$ cat config.mk
export PLATFORM = sky130hd
export DESIGN_NAME = iorail_dpd_ctrl
export DESIGN_NICKNAME = d
export VERILOG_FILES = /design/src/rtl/iorail_pkg.sv /design/src/rtl/iorail_rst_sync.sv /design/src/rtl/iorail_settle_timer.sv /design/src/rtl/iorail_rail_bank.sv /design/src/rtl/iorail_apb_regs.sv /design/src/rtl/iorail_dpd_ctrl.sv
export SDC_FILE = /design/constraint.sdc
export NUM_CORES = 1
export LEC_CHECK = 0
export ABC_AREA = 1
export CAP_MARGIN = 40
export CORE_MARGIN = 3
export CORE_UTILIZATION = 35
export DETAILED_ROUTE_END_ITERATION = 16
export DONT_BUFFER_PORTS = 1
export PLACE_DENSITY = 0.53
export SETUP_SLACK_MARGIN = 0.15
export SYNTH_ARGS = -nofsm -noshare
export SYNTH_HDL_FRONTEND = slang
export SYNTH_SLANG_ARGS = --single-unit
export TNS_END_PERCENT = 1
$ cat constraint.sdc
create_clock -name pclk -period 9.1 [get_ports pclk]
set_clock_uncertainty 0.2 [all_clocks]
set_input_delay 2.73 -clock pclk [delete_from_list [all_inputs] [get_ports pclk]]
set_output_delay 2.73 -clock pclk [all_outputs]
set_load 0.02 [all_outputs]
$ cat src/rtl/iorail_pkg.sv
package iorail_pkg;
  localparam int unsigned WORD_W  = 32;
  localparam int unsigned CMD_LSB = 30;

  localparam logic [11:0] OFF_SAMPLE    = 12'h020;
  localparam logic [11:0] OFF_REQ_BASE  = 12'h1B8;
  localparam logic [11:0] OFF_STAT_BASE = 12'h1BC;
  localparam logic [11:0] OFF_TIMING    = 12'h1C8;
  localparam logic [11:0] BANK_STRIDE   = 12'h008;

  typedef enum logic [1:0] {
    CMD_IDLE  = 2'd0,
    CMD_EXIT  = 2'd1,
    CMD_ENTER = 2'd2,
    CMD_RSVD  = 2'd3
  } dpd_cmd_e;
endpackage

$ cat src/rtl/iorail_rst_sync.sv
module iorail_rst_sync (
  input  logic clk,
  input  logic arst_n,
  output logic rst_n
);
  logic [1:0] sync_q;
  logic [1:0] sync_d;

  always_comb sync_d = {sync_q[0], 1'b1};

  always_ff @(posedge clk or negedge arst_n) begin
    if (!arst_n) sync_q <= 2'b00;
    else         sync_q <= sync_d;
  end

  assign rst_n = sync_q[1];
endmodule

$ cat src/rtl/iorail_settle_timer.sv
module iorail_settle_timer #(
  parameter int unsigned TIM_W = 16
) (
  input  logic             clk,
  input  logic             rst_n,
  input  logic             start,
  input  logic [TIM_W-1:0] load_val,
  output logic             busy,
  output logic             done
);
  logic [TIM_W-1:0] cnt_q, cnt_d;
  logic             busy_q, busy_d;
  logic             cnt_en;
  logic [TIM_W-1:0] eff_load;

  // a zero setting still waits one edge
  assign eff_load = (load_val == '0) ? TIM_W'(1) : load_val;
  assign done     = busy_q && (cnt_q == TIM_W'(1));
  assign cnt_en   = start || busy_q;

  always_comb begin
    cnt_d  = cnt_q;
    busy_d = busy_q;
    if (start) begin
      cnt_d  = eff_load;
      busy_d = 1'b1;
    end else if (busy_q) begin
      if (cnt_q == TIM_W'(1)) begin
        cnt_d  = '0;
        busy_d = 1'b0;
      end else begin
        cnt_d = cnt_q - TIM_W'(1);
      end
    end
  end

  always_ff @(posedge clk or negedge rst_n) begin
    if (!rst_n) begin
      cnt_q  <= '0;
      busy_q <= 1'b0;
    end else if (cnt_en) begin
      cnt_q  <= cnt_d;
      busy_q <= busy_d;
    end
  end

  assign busy = busy_q;
endmodule

$ cat src/rtl/iorail_rail_bank.sv
module iorail_rail_bank #(
  parameter int unsigned RAILS = 30
) (
  input  logic             clk,
  input  logic             rst_n,
  input  logic             apply,
  input  logic             enter,
  input  logic [RAILS-1:0] sel,
  output logic [RAILS-1:0] state
);
  logic [RAILS-1:0] state_q;

  for (genvar i = 0; i < RAILS; i++) begin : g_rail
    logic rail_en;
    logic rail_d;
    assign rail_en = apply && sel[i];
    assign rail_d  = enter;
    always_ff @(posedge clk or negedge rst_n) begin
      if (!rst_n)       state_q[i] <= 1'b0;
      else if (rail_en) state_q[i] <= rail_d;
    end
  end

  assign state = state_q;
endmodule

$ cat src/rtl/iorail_apb_regs.sv
module iorail_apb_regs
  import iorail_pkg::*;
#(
  parameter int unsigned NBANK  = 2,
  parameter int unsigned RAILS  = 30,
  parameter int unsigned TIM_W  = 16,
  parameter int unsigned ADDR_W = 12,
  parameter int unsigned BANK_W = 1
) (
  input  logic                   clk,
  input  logic                   rst_n,
  input  logic                   psel,
  input  logic                   penable,
  input  logic                   pwrite,
  input  logic [ADDR_W-1:0]      paddr,
  input  logic [WORD_W-1:0]      pwdata,
  output logic [WORD_W-1:0]      prdata,
  output logic                   pready,
  input  logic                   busy,
  input  logic [NBANK*RAILS-1:0] status_in,
  output logic [TIM_W-1:0]       tim_val,
  output logic                   start,
  output logic [BANK_W-1:0]      start_bank,
  output dpd_cmd_e               start_cmd,
  output logic [RAILS-1:0]       start_sel
);
  logic [NBANK-1:0]  hit_req, hit_stat;
  logic              hit_sample, hit_timing, any_req;
  logic              stall, commit;
  logic [WORD_W-1:0] req_q [NBANK];
  logic              sample_q, sample_d, sample_en;
  logic [TIM_W-1:0]  tim_q, tim_d;
  logic              tim_en;

  for (genvar b = 0; b < NBANK; b++) begin : g_dec
    assign hit_req[b]  = (paddr == ADDR_W'(OFF_REQ_BASE  + BANK_STRIDE * b));
    assign hit_stat[b] = (paddr == ADDR_W'(OFF_STAT_BASE + BANK_STRIDE * b));
  end

  assign hit_sample = (paddr == ADDR_W'(OFF_SAMPLE));
  assign hit_timing = (paddr == ADDR_W'(OFF_TIMING));
  assign any_req    = |hit_req;

  assign stall  = psel && pwrite && any_req && busy;
  assign pready = !stall;
  assign commit = psel && penable && pwrite && !stall;

  for (genvar b = 0; b < NBANK; b++) begin : g_req
    logic              req_en;
    logic [WORD_W-1:0] req_d;
    assign req_en = commit && hit_req[b];
    assign req_d  = pwdata;
    always_ff @(posedge clk or negedge rst_n) begin
      if (!rst_n)      req_q[b] <= '0;
      else if (req_en) req_q[b] <= req_d;
    end
  end

  assign sample_en = commit && hit_sample;
  assign sample_d  = pwdata[0];
  assign tim_en    = commit && hit_timing;
  assign tim_d     = pwdata[TIM_W-1:0];

  always_ff @(posedge clk or negedge rst_n) begin
    if (!rst_n)         sample_q <= 1'b0;
    else if (sample_en) sample_q <= sample_d;
  end

  always_ff @(posedge clk or negedge rst_n) begin
    if (!rst_n)      tim_q <= '0;
    else if (tim_en) tim_q <= tim_d;
  end

  always_comb begin
    start_bank = '0;
    for (int b = 0; b < NBANK; b++) begin
      if (hit_req[b]) start_bank = BANK_W'(b);
    end
  end

  assign start_cmd = dpd_cmd_e'(pwdata[WORD_W-1 -: 2]);
  assign start_sel = pwdata[RAILS-1:0];
  assign start     = commit && any_req && sample_q &&
                     ((start_cmd == CMD_ENTER) || (start_cmd == CMD_EXIT));
  assign tim_val   = tim_q;

  always_comb begin
    prdata = '0;
    if (psel && !pwrite) begin
      if (hit_sample) prdata[0] = sample_q;
      if (hit_timing) prdata[TIM_W-1:0] = tim_q;
      for (int b = 0; b < NBANK; b++) begin
        if (hit_req[b])  prdata = req_q[b];
        if (hit_stat[b]) prdata[RAILS-1:0] = status_in[b*RAILS +: RAILS];
      end
    end
  end
endmodule

$ cat src/rtl/iorail_dpd_ctrl.sv
module iorail_dpd_ctrl
  import iorail_pkg::*;
#(
  parameter int unsigned NBANK  = 2,
  parameter int unsigned RAILS  = 30,
  parameter int unsigned TIM_W  = 16,
  parameter int unsigned ADDR_W = 12
) (
  input  logic                   pclk,
  input  logic                   presetn,
  input  logic                   psel,
  input  logic                   penable,
  input  logic                   pwrite,
  input  logic [ADDR_W-1:0]      paddr,
  input  logic [31:0]            pwdata,
  output logic [31:0]            prdata,
  output logic                   pready,
  output logic [NBANK*RAILS-1:0] rail_dpd
);
  localparam int unsigned BANK_W = (NBANK > 1) ? $clog2(NBANK) : 1;
  localparam int unsigned NRAIL  = NBANK * RAILS;

  logic              rst_sync_n;
  logic              tmr_busy, tmr_done, tmr_start;
  logic [TIM_W-1:0]  tim_val;
  logic [BANK_W-1:0] st_bank;
  dpd_cmd_e          st_cmd;
  logic [RAILS-1:0]  st_sel;
  logic [NRAIL-1:0]  status_all;

  logic [BANK_W-1:0] pend_bank_q, pend_bank_d;
  dpd_cmd_e          pend_cmd_q, pend_cmd_d;
  logic [RAILS-1:0]  pend_sel_q, pend_sel_d;

  iorail_rst_sync u_rst (
    .clk    (pclk),
    .arst_n (presetn),
    .rst_n  (rst_sync_n)
  );

  iorail_apb_regs #(
    .NBANK (NBANK), .RAILS (RAILS), .TIM_W (TIM_W),
    .ADDR_W(ADDR_W), .BANK_W(BANK_W)
  ) u_regs (
    .clk        (pclk),
    .rst_n      (rst_sync_n),
    .psel       (psel),
    .penable    (penable),
    .pwrite     (pwrite),
    .paddr      (paddr),
    .pwdata     (pwdata),
    .prdata     (prdata),
    .pready     (pready),
    .busy       (tmr_busy),
    .status_in  (status_all),
    .tim_val    (tim_val),
    .start      (tmr_start),
    .start_bank (st_bank),
    .start_cmd  (st_cmd),
    .start_sel  (st_sel)
  );

  iorail_settle_timer #(.TIM_W(TIM_W)) u_tmr (
    .clk      (pclk),
    .rst_n    (rst_sync_n),
    .start    (tmr_start),
    .load_val (tim_val),
    .busy     (tmr_busy),
    .done     (tmr_done)
  );

  // pending transition slot, loaded only when a new one starts
  always_comb begin
    pend_bank_d = st_bank;
    pend_cmd_d  = st_cmd;
    pend_sel_d  = st_sel;
  end

  always_ff @(posedge pclk or negedge rst_sync_n) begin
    if (!rst_sync_n) begin
      pend_bank_q <= '0;
      pend_cmd_q  <= CMD_IDLE;
      pend_sel_q  <= '0;
    end else if (tmr_start) begin
      pend_bank_q <= pend_bank_d;
      pend_cmd_q  <= pend_cmd_d;
      pend_sel_q  <= pend_sel_d;
    end
  end

  for (genvar b = 0; b < NBANK; b++) begin : g_bank
    logic bank_apply;
    assign bank_apply = tmr_done && (pend_bank_q == BANK_W'(b));
    iorail_rail_bank #(.RAILS(RAILS)) u_bank (
      .clk   (pclk),
      .rst_n (rst_sync_n),
      .apply (bank_apply),
      .enter (pend_cmd_q == CMD_ENTER),
      .sel   (pend_sel_q),
      .state (status_all[b*RAILS +: RAILS])
    );
  end

  assign rail_dpd = status_all;
endmodule

==> metrics list <==
- Status: finished clean
- The most critical setup path has its startpoint at paddr[0].
* Max-cap violation count: 0
* Placeable core area: 27400 µm²
- By area the synthesized netlist is led by dfrtp_1 49%, nand2_1 17%, nand3_1 6.5%, o21ai_2 4.7%, inv_1 3.1%.
- Post-CTS Repair Setup Buffers: 0
- Asr flop ratio synth: 1.00
- Setup slack, reg-to-reg: 6.71 ns
- After clock tree synthesis, the clock-pin slew on the worst setup and hold paths is 0.08 ns.
- After detailed routing, the number of remaining DRC violations is 0.
- Unrepaired setup endpoints after global routing: no
* Number of nets produced by synthesis: 1297
- Reg-to-reg critical path startpoint: u_tmr.cnt_q[8]
- Count of flip-flops with a built-in enable after synthesis: 0
* Endpoint of the worst setup timing path: prdata[29]
- The worst-case IR drop observed on VDD is 94.4 µV.
* Share of synthesized area occupied by flip-flops and latches: 0.487
* Floorplan die height: 174 µm
* Nets: 1272
- Hold Path Origin: u_rst.sync_q[0]
* Largest buffer count on any clock path: 2
- Compared with the post-synthesis result, the final layout area differs by 9.37%.
- Once detailed placement completed, the half-perimeter wirelength came to 18500 µm.
- CTS H-Tree Depth: 4
- The first TritonRoute pass finished after 5 iterations.
- Root buf cell: clkbuf_16
- The min-delay analysis places its worst path in the category reg2reg.
- The signal on the critical path passes through inv_1, nand2_1, nor2_1, nand2_1, nor2_4, nand3_1, nand2_1, nor2_1, nor3_1.
- From left edge to right edge, the die measures 174 µm.
- Routability-driven placement finished with a final weighted congestion of 0.802.
- Seq cells post-synth: 193
- Counting the buffers created by CTS gives 17.
- In this run the static leakage power is 5.09 nW.
- Largest net degree at the start of global routing: 64
- Remaining global-route overflow: 0
- Total design power: 1.70 mW
* Via-to-Cell Ratio: 4.93
* Most common cell on crit path: nand2_1
- Synth Instances: 1246
- At the pin with the least slew margin, the transition time is 0.816 ns.
- Row generation in the floorplan step produced 60 rows.
- Maximum fanout encountered on the critical timing path: 27
- Pin placement for this block handled 142 I/O pins.
- Routed wire per std cell: 17.0 µm
- TritonCTS clock tree: yes
* Worst reg-to-reg path cell count: 9
- For this run, the total global-route usage over all layers was measured as 0.184.
- In this run, post-CTS repair resized a total of 0 instances.
- Diodes inserted: 0
- For this configuration, the core starts out at a cell density of 0.362.
* Busiest grt layer: met2
- The clock net in this run drives a total of 193 sinks.
* Post-CTS Hold Fix Bufs: 0
- Fmax achieved: 131 MHz
- Of the post-synthesis cell area, the dominant cell type holds 0.487.
- The largest single stage delay on the critical path is 0.64 ns.
- Post-synth top cells: 456 x nand2_1, 193 x dfrtp_1, 129 x nand3_1, 81 x inv_1, 65 x nor2_1
- Vias after detailed routing: 7920
- Number of endpoints failing setup at the final stage: 0
- Average footprint of a synthesized cell: 7.95 µm²
- Antenna violations before repair: 0
* Min Tclk post-route: 7.65 ns
- Of all cell types, the one taking the most synthesized area is dfrtp_1.
- For met2 alone, demand over resource in global routing was 0.307.
- In this run the power density over the cells is 157 nW/µm².
- Critical Path RT: 6.17 ns
- The routed design has 27300 µm of wire.
- Worst slew margin relative to its limit: 0.455
- Most numerous cell in the Yosys netlist: nand2_1
* Clock latency reported for the late side of the worst-skew pair: 0.44 ns
- The number of max-slew violations in the final report is 0.
- The total count of hold-check failures in the final report is 0.
- Die ar.: 30400 µm²
- Reg-to-reg endpoint: g_bank[1].u_bank.state[29]
- Among all flip-flop cells after synthesis, the most frequent one is dfrtp_1.
- The first routing iteration left 585 violations.
* Vias in the first global route: 7622
- GR Layer Usage met1: 0.241
* Fraction of met3 tracks used by global routing: 0.0540
* Cell with the largest stage delay on the worst path: nor2_4
* Area of the mapped netlist: 9910 µm²
- During synthesis, Yosys emitted a total of 0 warnings.
- The worst setup path is captured at an output pin.
- During placement, the flow inserted port buffers numbering 0.
- STA puts the critical path data arrival time at 4.72 ns.
* Wire length of the first global-routing pass: 44400 µm
- The number of different library cells used by synthesis comes to 39.
- Setup total negative slack on the finished layout was measured at 0 ns.
* Post-route antenna net violation count: 0
- Worst setup path category: in2out
- Critical Path Start Type: input port
- Share of layout cells above drive strength 1: 0.124
* Period utilisation layout: 0.841
## placed cells by master, fill, tap and decap left out, types with 2 or more instances in the layout
cell	Yosys	routed
clkbuf_16	0	17
dfrtp_1	193	192
nand2_1	456	455
nand3_1	129	129
nor2_2	7	8
nand2_2	18	19
nor2_1	65	63
inv_2	5	5
nand2_4	5	5
nor4_1	3	3
clkinv_4	0	6
o21ai_0	45	45
nor2_4	3	4
bufinv_16	0	2
a31oi_1	11	11
buf_4	2	11
buf_12	0	4
a31o_2	2	2
clkbuf_8	0	2
ha_1	2	2
nor3_1	6	6
buf_16	0	3
nand4_1	9	9
xnor2_1	3	3
o21ai_2	53	53
inv_1	81	81
a21oi_1	8	8
nor3b_1	9	9
nand3b_1	4	4
inv_8	0	3
o21ai_1	51	51
xor2_1	6	6
## cells by family after synthesis
kind of cell,count (synthesis),share of synthesized area
buffers and inverters,149,0.0763
adder cells (fa/ha/maj),2,0.00253
AND/OR/NAND/NOR,719,0.314
flip-flops,193,0.487
other,1,0.000378
XOR/XNOR,9,0.00796
AO/OA/AOI/OAI,173,0.112
## critical path, delay by kind of cell
kind,cells,cell delay (ns)
AND/OR/NAND/NOR,8,1.95
buffers and inverters,1,0.03
## routing by layer
layer	share of wire	vias up
li1	-	3967
met1	0.45	3764
met2	0.48	173
met3	0.060	16
met4	0.0082	0
met5	0	-
## through the flow
step	instances	area, µm²	hold slack, ns	setup WS, ns	util
4_1_cts	1606	10800	0.158	1.44	0.395
6_report	1606	10800	0.154	1.45	0.395
2_1_floorplan	1246	9910	0.131	2.03	-
3_5_place_dp	1574	10200	0.138	1.44	0.373
5_1_grt	1606	10800	0.163	1.20	0.395
3_3_place_gp	1566	10000	0.134	1.20	0.366
## worst min-delay path by stage
stage / cells past startpoint / endpoint
finish: 0 / u_rst.sync_q[1]
global route: 0 / u_rst.sync_q[1]
CTS: 0 / u_rst.sync_q[1]
detailed placement: 0 / u_rst.sync_q[1]
global placement: 0 / u_rst.sync_q[1]
floorplan: 0 / u_rst.sync_q[1]
## sequential cells by signal, indices dropped and copies added, names as in the netlist
name,flops
pend_cmd_q,2
u_regs.req_q,64
g_bank.u_bank.state,60
u_tmr.busy,1
u_tmr.cnt_q,16
pend_bank_q,1
u_regs.sample_q,1
u_regs.tim_val,16
pend_sel_q,30
u_rst.sync_q,2
## final cells by class
type | instances | area [µm²]
fillers | 2828 | 16600
clock inverters | 13 | 171
repair buffers | 18 | 245
inverters | 87 | 327
flip-flops and latches | 193 | 4830
well taps | 372 | 465
clock buffers | 19 | 453
multi-input cells | 904 | 4340
## power breakdown
group | leakage [nW] | total [mW] | switching, mW | internal [mW]
Sequential | 2.61 | 0.863 | 0.00518 | 0.858
Clock | 0.306 | 0.799 | 0.367 | 0.432
Combinational | 2.17 | 0.0434 | 0.0348 | 0.00855
Power figures use the tool's default switching activity.
